$ cat src/rtl/seed_pkg.sv
package seed_pkg;
  typedef enum logic [1:0] {
    ST_BIST = 2'b00,
    ST_WAIT = 2'b01,
    ST_ES16 = 2'b10,
    ST_DEAD = 2'b11
  } seed_state_e;

  typedef enum logic [1:0] {
    EXC_NONE    = 2'b00,
    EXC_ILLEGAL = 2'b01,
    EXC_VIRT    = 2'b10
  } seed_exc_e;

  localparam logic [1:0] PRIV_U = 2'b00;
  localparam logic [1:0] PRIV_S = 2'b01;
  localparam logic [1:0] PRIV_M = 2'b11;
endpackage

$ cat src/rtl/seed_access_check.sv
module seed_access_check
  import seed_pkg::*;
(
  input  logic      [1:0] priv,
  input  logic            virt,
  input  logic            rw_form,
  input  logic            en_user,
  input  logic            en_super,
  output seed_exc_e       exc
);
  // Ordering matters: the read-only form traps first, then machine mode,
  // then virtualized modes, then the per-level enables.
  always_comb begin
    exc = EXC_ILLEGAL;
    if (!rw_form) begin
      exc = EXC_ILLEGAL;
    end else if (priv == PRIV_M) begin
      exc = EXC_NONE;
    end else if (virt) begin
      exc = en_super ? EXC_VIRT : EXC_ILLEGAL;
    end else if (priv == PRIV_S) begin
      exc = en_super ? EXC_NONE : EXC_ILLEGAL;
    end else if (priv == PRIV_U) begin
      exc = en_user ? EXC_NONE : EXC_ILLEGAL;
    end
  end
endmodule

$ cat src/rtl/seed_entropy_buf.sv
module seed_entropy_buf #(
  parameter int SAMPLE_W = 16
) (
  input  logic                clk,
  input  logic                rst_n,
  input  logic                smp_valid,
  input  logic [SAMPLE_W-1:0] smp_data,
  input  logic                fail_evt,
  input  logic                take,
  output logic                full,
  output logic [SAMPLE_W-1:0] data,
  output logic                dead
);
  logic                full_q, full_d;
  logic                dead_q, dead_d;
  logic [SAMPLE_W-1:0] data_q;
  logic                load;

  always_comb begin
    load   = smp_valid && !full_q;
    full_d = full_q;
    if (take)  full_d = 1'b0;
    if (load)  full_d = 1'b1;
    dead_d = dead_q || fail_evt;
  end

  always_ff @(posedge clk or negedge rst_n) begin
    if (!rst_n) begin
      full_q <= 1'b0;
      dead_q <= 1'b0;
    end else begin
      full_q <= full_d;
      dead_q <= dead_d;
    end
  end

  // Data register carries an explicit enable; contents do not matter when empty.
  always_ff @(posedge clk or negedge rst_n) begin
    if (!rst_n) begin
      data_q <= '0;
    end else if (load) begin
      data_q <= smp_data;
    end
  end

  assign full = full_q;
  assign data = data_q;
  assign dead = dead_q;
endmodule

$ cat src/rtl/seed_word_fmt.sv
module seed_word_fmt
  import seed_pkg::*;
#(
  parameter int XLEN     = 32,
  parameter int SAMPLE_W = 16
) (
  input  logic                full,
  input  logic [SAMPLE_W-1:0] sample,
  input  logic                dead,
  input  logic                bist,
  output seed_state_e         state,
  output logic [XLEN-1:0]     word
);
  localparam int PAD_W = XLEN - 2 - SAMPLE_W;

  always_comb begin
    if (dead)       state = ST_DEAD;
    else if (bist)  state = ST_BIST;
    else if (full)  state = ST_ES16;
    else            state = ST_WAIT;
  end

  always_comb begin
    word = {state, {PAD_W{1'b0}}, {SAMPLE_W{1'b0}}};
    if (state == ST_ES16) begin
      word[SAMPLE_W-1:0] = sample;
    end
  end
endmodule

$ cat src/rtl/seed_csr_unit.sv
module seed_csr_unit
  import seed_pkg::*;
#(
  parameter int          ADDR_W    = 12,
  parameter int          XLEN      = 32,
  parameter int          SAMPLE_W  = 16,
  parameter logic [11:0] SEED_ADDR = 12'h015
) (
  input  logic                clk,
  input  logic                rst_n,
  input  logic                req_valid,
  input  logic [ADDR_W-1:0]   req_addr,
  input  logic [1:0]          req_priv,
  input  logic                req_virt,
  input  logic                req_rw,
  input  logic                cfg_useed,
  input  logic                cfg_sseed,
  input  logic                ent_valid,
  input  logic [SAMPLE_W-1:0] ent_data,
  output logic                ent_ready,
  input  logic                ent_fail,
  input  logic                ent_bist,
  output logic                rsp_valid,
  output logic [XLEN-1:0]     rsp_data,
  output logic [1:0]          rsp_exc
);
  localparam logic [ADDR_W-1:0] MATCH = ADDR_W'(SEED_ADDR);

  logic                hit;
  logic                grant;
  logic                take;
  seed_exc_e           exc;
  logic                buf_full;
  logic                buf_dead;
  logic [SAMPLE_W-1:0] buf_data;
  seed_state_e         state;
  logic [XLEN-1:0]     word;

  logic                vld_q, vld_d;
  logic [XLEN-1:0]     dat_q, dat_d;
  logic [1:0]          exc_q, exc_d;

  seed_access_check u_check (
    .priv     (req_priv),
    .virt     (req_virt),
    .rw_form  (req_rw),
    .en_user  (cfg_useed),
    .en_super (cfg_sseed),
    .exc      (exc)
  );

  seed_entropy_buf #(.SAMPLE_W(SAMPLE_W)) u_buf (
    .clk       (clk),
    .rst_n     (rst_n),
    .smp_valid (ent_valid),
    .smp_data  (ent_data),
    .fail_evt  (ent_fail),
    .take      (take),
    .full      (buf_full),
    .data      (buf_data),
    .dead      (buf_dead)
  );

  seed_word_fmt #(.XLEN(XLEN), .SAMPLE_W(SAMPLE_W)) u_fmt (
    .full   (buf_full),
    .sample (buf_data),
    .dead   (buf_dead),
    .bist   (ent_bist),
    .state  (state),
    .word   (word)
  );

  always_comb begin
    hit   = req_valid && (req_addr == MATCH);
    grant = hit && (exc == EXC_NONE);
    take  = grant && (state == ST_ES16);
    vld_d = hit;
    exc_d = hit ? exc : EXC_NONE;
    dat_d = grant ? word : '0;
  end

  always_ff @(posedge clk or negedge rst_n) begin
    if (!rst_n) begin
      vld_q <= 1'b0;
      dat_q <= '0;
      exc_q <= EXC_NONE;
    end else begin
      vld_q <= vld_d;
      dat_q <= dat_d;
      exc_q <= exc_d;
    end
  end

  assign ent_ready = !buf_full;
  assign rsp_valid = vld_q;
  assign rsp_data  = dat_q;
  assign rsp_exc   = exc_q;
endmodule

$ cat config.mk
export PLATFORM = sky130hd
export DESIGN_NAME = seed_csr_unit
export DESIGN_NICKNAME = d
export VERILOG_FILES = /design/src/rtl/seed_pkg.sv /design/src/rtl/seed_access_check.sv /design/src/rtl/seed_entropy_buf.sv /design/src/rtl/seed_word_fmt.sv /design/src/rtl/seed_csr_unit.sv
export SDC_FILE = /design/constraint.sdc
export NUM_CORES = 1
export LEC_CHECK = 0
export BUFFER_PORTS_ARGS = -buffer_cell sky130_fd_sc_hd__buf_2
export CAP_MARGIN = 20
export CORE_UTILIZATION = 41
export CTS_CLUSTER_DIAMETER = 200
export DETAILED_ROUTE_END_ITERATION = 12
export PLACE_DENSITY = 0.84
export SLEW_MARGIN = 20
export SYNTH_ARGS = -nofsm -noshare
export SYNTH_HDL_FRONTEND = slang
export SYNTH_SLANG_ARGS = --single-unit
$ cat constraint.sdc
create_clock -name clk -period 1.7 [get_ports clk]
set_clock_uncertainty 0.05 [all_clocks]
set_input_delay 0.085 -clock clk [delete_from_list [all_inputs] [get_ports clk]]
set_output_delay 0.085 -clock clk [all_outputs]
set_load 0.02 [all_outputs]
Word-level counts from Yosys, hierarchy flattened

Index checks and enable logic that the tools add are counted.
Widths: inputs -> output; s select.

Equality and inequality tests: 4
Mux-type cells: 16
Reduce and logical (&&, ||, !) cells: 9

Operators by type and width:

| cell                | number |
|---|---|
| $mux 32             | 1 |
| $mux 2              | 10 |
| $mux 16             | 1 |
| $eq 12x5->1 const B | 1 |
| $eq 2x2->1 const B  | 2 |
| $logic_and 1x1->1   | 4 |
| $logic_not 2->1     | 2 |
| $mux 1              | 4 |
| $eq 2x1->1 const B  | 1 |
| $reduce_bool 2->1   | 1 |
| $logic_not 1->1     | 1 |
| $logic_or 1x1->1    | 1 |

Register bits: 53
Bits of input ports: 40
Output and inout port bits: 36
Logic and storage cells: 35

Longest topological paths before layout

Gate-level depths: netlist of the first run.

Word-level depth: 11
Gate-level depth with buffers: 5

Cells and area by module

From an unflattened synthesis of the first run, not the netlist that was laid out.

Cells, all modules: 168
Area total of the unflattened synthesis: 2,270.9 µm²

Modules (own cells, without submodules):

| module            | times used | cells each | area each (µm²) | sequential area each (µm²) |
|---|---|---|---|---|
| seed_csr_unit     | 1          | 84         | 1,232.4         | 875.8 |
| seed_entropy_buf  | 1          | 40         | 710.7           | 450.4 |
| seed_word_fmt     | 1          | 38         | 287.8           | 0.0 |
| seed_access_check | 1          | 6          | 40.0            | 0.0 |

Worst setup path before layout of the first run

Ideal clock, no wire load.

Path type: register to register
From: register u_buf.full_q (netlist: u_buf.full)
To: register u_buf.data_q[10] (netlist: u_buf.data[10])
Setup time: 125 ps
Arrival time: 1,473 ps
Required time: 1,525 ps
Slack: 52 ps
Stages on the path, launching flop included: 5
Cell sequence: dfrtp_1 > nor2b_1 > clkbuf_1 > buf_1 > mux2_2

Word-level cells in the longest chain between the ends: 2

Ends and longest elaborated chain:

| item                     | RTL line               | source |
|---|---|---|
| start: declaration       | seed_entropy_buf.sv:14 | `logic full_q, full_d;` |
| start signal: assignment | seed_entropy_buf.sv:32 | `full_q <= full_d;` |
| $logic_not 1->1          | seed_entropy_buf.sv:20 | `load = smp_valid && !full_q;` |
| $logic_and 1x1->1        | seed_entropy_buf.sv:20 |  |
| end signal: assignment   | seed_entropy_buf.sv:42 | `data_q <= smp_data;` |
| end: declaration         | seed_entropy_buf.sv:16 | `logic [SAMPLE_W-1:0] data_q;` |

Every way passes these cells.
A chain may end at the register's enable or synchronous reset.

Final worst setup path of the first run

From: input req_addr[11]
To: register dat_q[3] (netlist: rsp_data[3])

Word-level cells in the longest chain between the ends: 4

Ends and longest elaborated chain:

| item                   | RTL line            | source |
|---|---|---|
| start: declaration     | seed_csr_unit.sv:12 | `input logic [ADDR_W-1:0] req_addr,` |
| $eq 12x5->1            | seed_csr_unit.sv:74 | `hit = req_valid && (req_addr == MATCH);` |
| $logic_and 1x1->1      | seed_csr_unit.sv:74 |  |
| $logic_and 1x1->1      | seed_csr_unit.sv:75 | `grant = hit && (exc == EXC_NONE);` |
| $mux 32                | seed_csr_unit.sv:79 | `dat_d = grant ? word : '0;` |
| net dat_d[3]           | seed_csr_unit.sv:40 | `logic [XLEN-1:0] dat_q, dat_d;` |
| end signal: assignment | seed_csr_unit.sv:89 | `dat_q <= dat_d;` |
| end: declaration       | seed_csr_unit.sv:40 |  |

The timed path passes the listed nets, and every way through them passes these cells.

==> results.md, run 1 <==
- Total core area: 0.00369 sq mm
- Worst hold path endpoint: rsp_exc[1]
- Slew @ Worst Pin: 0.831 ns
- Total GRT Usage: 0.163
- VDD IR max: 0.487 mV
- Switch share: 0.227
- Antenna Diode Count: 0
- Critical path arrival: 1.56 ns
- Fin cells: 254
- TritonRoute pass-1 iters: 3
- Yosys top cell by area: dfrtp_1
- H-tree levels: 2
- Most frequent cell after synthesis: dfrtp_1
- GR Overflow Total: 0
- Post-route clock period utilization: 0.816
- FF-to-FF path depth: 3
- Synthesized area per cell: 13.4 sq um
- Setup slack after layout: 0.313 ns
- Cell area after synthesis: 0.00159 sq mm
- Clock Pin Slew Worst Setup and Hold Paths: 0.07 ns
- Worst-Skew Late Latency: 0.28 ns
- Post-synthesis register bit count: 39
- Minimum clock period: 1.39 ns
- Critical path class: input port to flop
- R2R Path End: u_buf.data[2]
- GP Congestion: 0.740
- Dpl cell area: 0.00190 sq mm
- Pins Over Slew Limit: 0
- Setup violators final: 0
- Largest cells by area after synthesis: dfrtp_1, mux2_2, buf_4
- Design area: 0.00218 sq mm
- Post-route setup TNS: 0 ns
- Share of layout cells above drive strength 1: 0.442
- Worst R2R Setup Slack: 0.33 ns
- Fraction of registers with async set or reset after synthesis: 1.00
- Die Y: 64.2 microns
- Max frequency: 721 MHz
- Root buffer cell: clkbuf_8
- Pwr Total: 1.76 mW
- CTS Buffer Depth: 2
- Syn. warnings: 0
- Net switching power: 0.399 mW
- Post-synth EDFFs: 0
- Hold slack: 0.0208 ns
- Synth unique cells: 26
- Initial antenna violation count: 0
- Placed cells: 226
- Largest fanout on the critical path: 17
- Startpoint types: input port
- CTS sink cnt: 39
- Row count: 22
- Vias after detailed routing: 1148
- WL/cell: 11.4 microns
- Worst r2r src: u_buf.full
- Sequential Power Share: 0.564
- Slew HR: 0.446
- Commonest register cell after synthesis: dfrtp_1
- Die area: 0.00412 sq mm
- Status: complete, no violations
- Area growth syn-to-layout: 37.7%
- P_int: 1.36 mW
- Leakage: 1.17 nW
- Final-stage net count: 245
- Hold path cells: 2
- Top Ports: 76
- CTS Buf Count: 5
- CTS tree: built
- Fin. Hold Viols: 0
- Maxcap violations: 0
- DRC violations left: 0
- Post-cts sizing count: 0
- Drt total wl: 2900 microns
- Largest net degree at the start of global routing: 40
- Vias in the first global route: 1134
- Starting density of the core: 0.430
- Die Wd: 64.2 microns
- Min-delay src: req_rw
- Mapped Cells: 118
- Comb power frac: 0.106
- RSZ-0062 raised after global routing: false
- Post-synth top cells: dfrtp_1, and2_1, mux2_2, buf_4, nor2_1
- Req. time, crit path: 1.87 ns
- Antenna Violating Nets Remaining: 0
- Post-Route Utilization: 0.592
- First DRT Iteration DRCs: 33
- Share of the synthesized area in the top cell type: 0.615
- Setup WS pre-CTS: 0.0703 ns
- Worst Setup End Kind: flop
- IO buf count: 61
- Clk pwr share: 0.330
- First-pass GRT wire length: 4840 microns
- Worst Hold Class: input port to flop
- DR vias/cell: 4.52
- Power per cell area: 805 mW/mm^2
- Register area share after synthesis: 0.615
cells by family (layout without fill, tap and decap cells):
kind of cell / count (synthesis) / count (layout) / synth area share
AO/OA/AOI/OAI: 8 / 8 / 0.0426
other: 1 / 14 / 0.00236
flip-flops: 39 / 39 / 0.615
buffers and inverters: 20 / 95 / 0.0852
AND/OR/NAND/NOR: 34 / 34 / 0.141
multiplexers: 16 / 16 / 0.114
timing repair:
item / 4_1_cts / 5_1_grt
buffers inserted: 0 / 0
hold endpoints to repair: 58 / 0
hold buffers: 20 / 0
endpoints found under the setup margin: 0 / 0
layout make-up:
type                            count  area [sq um]
Clock buffer                        6          72.6
Clock inverter                      2          12.5
Fill cell                         317          1500
Inverter                            3          11.3
Multi-Input combinational cell     72           524
Sequential cell                    39           976
Tap cell                           48          60.1
Timing Repair Buffer               84           528
how the worst max path moves through the flow:
stage | from | to | cells past startpoint
after floorplan | u_buf.full | u_buf.data[10] | 4
after global placement | req_addr[11] | rsp_data[12] | 6
after detailed placement | req_addr[11] | rsp_data[3] | 6
after CTS | ent_valid | u_buf.data[2] | 5
after global routing | req_addr[11] | rsp_data[3] | 6
final | req_addr[11] | rsp_data[3] | 6
sequential cells by signal (all words and copies together) (netlist names):
register    flops
rsp_data       18
rsp_exc         2
rsp_valid       1
u_buf.data     16
u_buf.dead      1
u_buf.full      1
routing by layer:
layer	wire length, microns	up-vias	global-route usage
li1	-	538	-
met1	1140	544	0.164
met2	1440	59	0.289
met3	246	7	0.0536
met4	70	0	0.100
met5	0	-	0
power groups by stage:
stage | Combinational (mW) | Sequential (mW) | Clock, mW
6_report | 0.186 | 0.991 | 0.580
2_1_floorplan | 0.105 | 1.00 | 0
4_1_cts | 0.188 | 0.991 | 0.606
3_3_place_gp | 0.146 | 1.01 | 0
3_5_place_dp | 0.152 | 1.01 | 0
5_1_grt | 0.204 | 0.997 | 0.656
placed cells by master, fill, tap and decap left out, drive strengths merged:
cell         Yosys  layout
buf             16      64
dfrtp           39      39
dlygate4sd3      0      20
and2            16      16
mux2            16      16
conb             1      14
clkbuf           1       6
nor2             4       4
inv              3       3
a21oi            3       3
nor4bb           2       2
nand4            2       2
nor2b            2       2
o21ai            2       2
nor4b            1       1
nor3b            1       1
or4b             1       1
o21a             1       1
nand2b           1       1
a2111oi          1       1
nand2            1       1
nand3            1       1
and3             1       1
a21boi           1       1
or2              1       1
clkinvlp         0       1
clkinv           0       1
critical path: stages:
cell and delay [ns]:
buf_2 0.10, nor4bb_1 0.38, nand4_1 0.23, a2111oi_4 0.35, buf_4 0.24, and2_1 0.17
No activity file was read; power rests on OpenSTA's default activity.
==> inputs of run 2 (changes only) <==
Settings changed: ABC_AREA set to 1, CORE_UTILIZATION 41 to 42.
Clock period 1.7 ns to 1.2 ns, I/O delays scaled along.
==> run 2 against run 1 <==
Net effect:
- highest routed layer unchanged
- synthesized area grew 6.6%
- sequential power grew 55%
- critical endpoint is now rsp_data[1]
- sequential share of layout area shrank 2.7 points
- register-to-register slack lost 0.31 ns
- flip-flop and latch count is the same
- synthesized cell count grew 43%
- clock-buffer cell count grew 1
- worst hold slack lost 0.018 ns
- worst setup slack lost 0.29 ns
- non-clock buffer count shrank 2
- first-iteration DRC count grew 85%
- design area grew 6.4%
==> results.md, run 2 <==
- Worst path slowest cell: dfrtp_1
- WL/cell: 10.8 microns (-5.2%)
- Most frequent cell after synthesis: dfrtp_1
- Synthesized area per cell: 10.0 sq um (-26%)
- Leakage: 1.32 nW (+13%)
- Top Ports: 76 (unchanged)
- Power per cell area: 1260 mW/mm^2 (+56%)
- TritonRoute pass-1 iters: 6 (+3)
- Antenna Diode Count: 0 (unchanged)
- CTS tree: built
- Fraction of registers with async set or reset after synthesis: 1.00 (unchanged)
- RSZ-0062 raised after global routing: true
- Share of the synthesized area in the top cell type: 0.577 (-0.0382)
- Register area share after synthesis: 0.577 (-0.0382)
- CTS Buf Count: 5 (unchanged)
- Crit-path max cell delay: 0.41 ns (+0.03 ns)
- Syn. warnings: 0 (unchanged)
- Final-stage net count: 293 (+20%)
- CP top delay family: flip-flops
- Status: complete, no violations
- H-tree levels: 2 (unchanged)
- CTS sink cnt: 39 (unchanged)
- Max frequency: 848 MHz
- Die Y: 65.5 microns (+2.0%)
- Starting density of the core: 0.449 (+0.0185)
- First DRT Iteration DRCs: 61 (+85%)
- Post-synth EDFFs: 0 (unchanged)
- Drt total wl: 3260 microns (+13%)
- Comb power frac: 0.186 (+0.080)
- Post-synthesis register bit count: 39 (unchanged)
- Die area: 0.00429 sq mm (+4.0%)
- P_int: 2.10 mW (+54%)
- Area growth syn-to-layout: 37.4%
- Sequential Power Share: 0.528 (-0.036)
- GR Overflow Total: 0 (unchanged)
- Post-synth top cells: dfrtp_1, nor2_1, inv_1, a21oi_1
- First-pass GRT wire length: 5660 microns (+17%)
- Root buffer cell: clkbuf_8
- DRC violations left: 0 (unchanged)
- Die Wd: 65.5 microns (+2.0%)
- Total core area: 0.00377 sq mm (+2.2%)
- Vias in the first global route: 1325 (+17%)
- Setup violators final: 0 (unchanged)
- Post-route setup TNS: 0 ns (unchanged)
- Critical path class: flop to flop
- Post-route clock period utilization: 0.983
- Commonest non-fill, non-tap cell in the layout: buf_2
- Maxcap violations: 0 (unchanged)
- CTS Buffer Depth: 2 (unchanged)
- Worst path cell trace: a21oi_1 -> inv_1 -> nand3_4 -> buf_12 -> nor2_1
- Initial antenna violation count: 0 (unchanged)
- Share of layout cells above drive strength 1: 0.378 (-0.0638)
- Pins Over Slew Limit: 0 (unchanged)
- Max FFs per register: 18 (unchanged)
- Row count: 22 (unchanged)
- Critical path arrival: 1.31 ns (-0.25 ns)
- Vias after detailed routing: 1311 (+14%)
- Worst Setup End Kind: flop
- Largest fanout on the critical path: 9 (-8)
- WP buf/inv: 2 (unchanged)
- Startpoint types: flop
- Yosys top cell by area: dfrtp_1
- Clock Pin Slew Worst Setup and Hold Paths: 0.07 ns (about the same)
- Clk pwr share: 0.286 (-0.044)
- Total GRT Usage: 0.179 (+0.0167)
- Mapped Cells: 169 (+43%)
- Largest net degree at the start of global routing: 34 (-15%)
- VDD IR max: 0.544 mV (+12%)
- Worst-Skew Late Latency: 0.29 ns (about the same)
- Setup Fix Bufs, Post-CTS: 0 (unchanged)
- Most frequent cells in the layout: buf_2, dfrtp_1, inv_1, nor2_1, a21oi_1
- Cell area after synthesis: 0.00169 sq mm (+6.6%)
- Net switching power: 0.827 mW (+110%)
- Switch share: 0.283 (+0.0560)
- Synth unique cells: 19 (-27%)
- IO buf count: 61 (unchanged)
- Fin. Hold Viols: 0 (unchanged)
- Post-detail-place hpwl: 2270 microns
- Minimum clock period: 1.18 ns
- Worst Hold Class: input port to flop
- Commonest register cell after synthesis: dfrtp_1
- Antenna Violating Nets Remaining: 0 (unchanged)
- Req. time, crit path: 1.33 ns (-0.54 ns)
- Pwr Total: 2.92 mW (+66%)
- GP Congestion: 0.805 (+8.7%)
- Largest cells by area after synthesis: dfrtp_1, nor2_4, nor2_1
- DR vias/cell: 4.34 (-4.0%)
[run 2: cell types whose count changed after synthesis, sizes merged, moves of 2 or more]
cell    previous run  this run
mux2              16         0
nor4bb             2         0
o21ai              2         0
and2              16         0
inv                3        29
nand3              1         4
nand2              1        15
a21oi              3        18
nor2               4        43
nor2b              2         0
[run 2: per-stage QoR]
stage | cells | utilization | hold WS [ns] | setup slack [ns] | cell area [sq um]
final | 302 | 0.616 | 0.00236 | 0.0205 | 2320
after global routing | 302 | 0.616 | 0.00352 | -0.0259 | 2320
after CTS | 301 | 0.607 | 0.00248 | 0.0295 | 2290
after detailed placement | 277 | 0.543 | -0.0385 | 0.0182 | 2050
after global placement | 277 | 0.543 | -0.0354 | 0.0797 | 2050
after floorplan | 182 | - | -0.286 | 0.0661 | 1740
[run 2: path summary, 6_finish.rpt]
| kind | startpoint | to | slack [ns] | cells past startpoint |
|---|---|---|---|---|
| hold reg to reg | u_buf.data[5] | rsp_data[5] | 0.45 | 2 |
| hold / removal | ent_data[11] | u_buf.data[11] | 0.002 | 3 |
| min in group asynchronous | rst_n | u_buf.data[15] | 0.19 | 2 |
| setup / recovery | u_buf.full | rsp_data[1] | 0.02 | 5 |
| setup reg to reg | u_buf.full | rsp_data[1] | 0.02 | 5 |
| max in group asynchronous | rst_n | rsp_exc[0] | 0.46 | 3 |
[run 2: logic make-up (layout without fill, tap and decap cells)]
logic type | after synthesis | in the layout | share of synthesized area
AND/OR/NAND/NOR | 64 | 64 | 0.215
flip-flops | 39 | 39 | 0.577
AO/OA/AOI/OAI | 18 | 18 | 0.0599
buffers and inverters | 47 | 119 | 0.146
other | 1 | 14 | 0.00222
[run 2: power by group through the flow]
stage | combinational, mW | clock (mW) | sequential, mW
after CTS | 0.535 | 0.850 | 1.54
after detailed placement | 0.492 | 0 | 1.57
after global placement | 0.468 | 0 | 1.55
after global routing | 0.617 | 0.894 | 1.56
after floorplan | 0.366 | 0 | 1.55
final | 0.545 | 0.837 | 1.54
[run 2: worst register-to-register path, stage by stage (launching register included)]
cell     delay, ns
dfrtp_1       0.41
a21oi_1       0.19
inv_1         0.09
nand3_4       0.12
buf_12        0.15
nor2_1        0.06
[run 2: final cells by class]
class / instances / area, sq um
clock buffers: 7 / 76.3
multi-input cells: 96 / 527
well taps: 48 / 60.1
fillers: 294 / 1450
inverters: 29 / 109
clock inverters: 1 / 5.00
repair buffers: 82 / 571
flip-flops and latches: 39 / 976
[run 2: what timing repair did]
item,in CTS,in global routing
resized for setup,0,4
setup endpoints to repair,0,13
endpoints found under the hold margin,54,0
hold buffers,16,0
[run 2: metal layers]
layer | part of all wire | routed length, microns | global-route usage | up-vias
met5 | 0 | 0 | 0 | -
met4 | 0.025 | 82 | 0.0707 | 0
met3 | 0.049 | 159 | 0.0556 | 11
met2 | 0.55 | 1790 | 0.339 | 44
met1 | 0.38 | 1230 | 0.180 | 614
li1 | - | - | - | 642
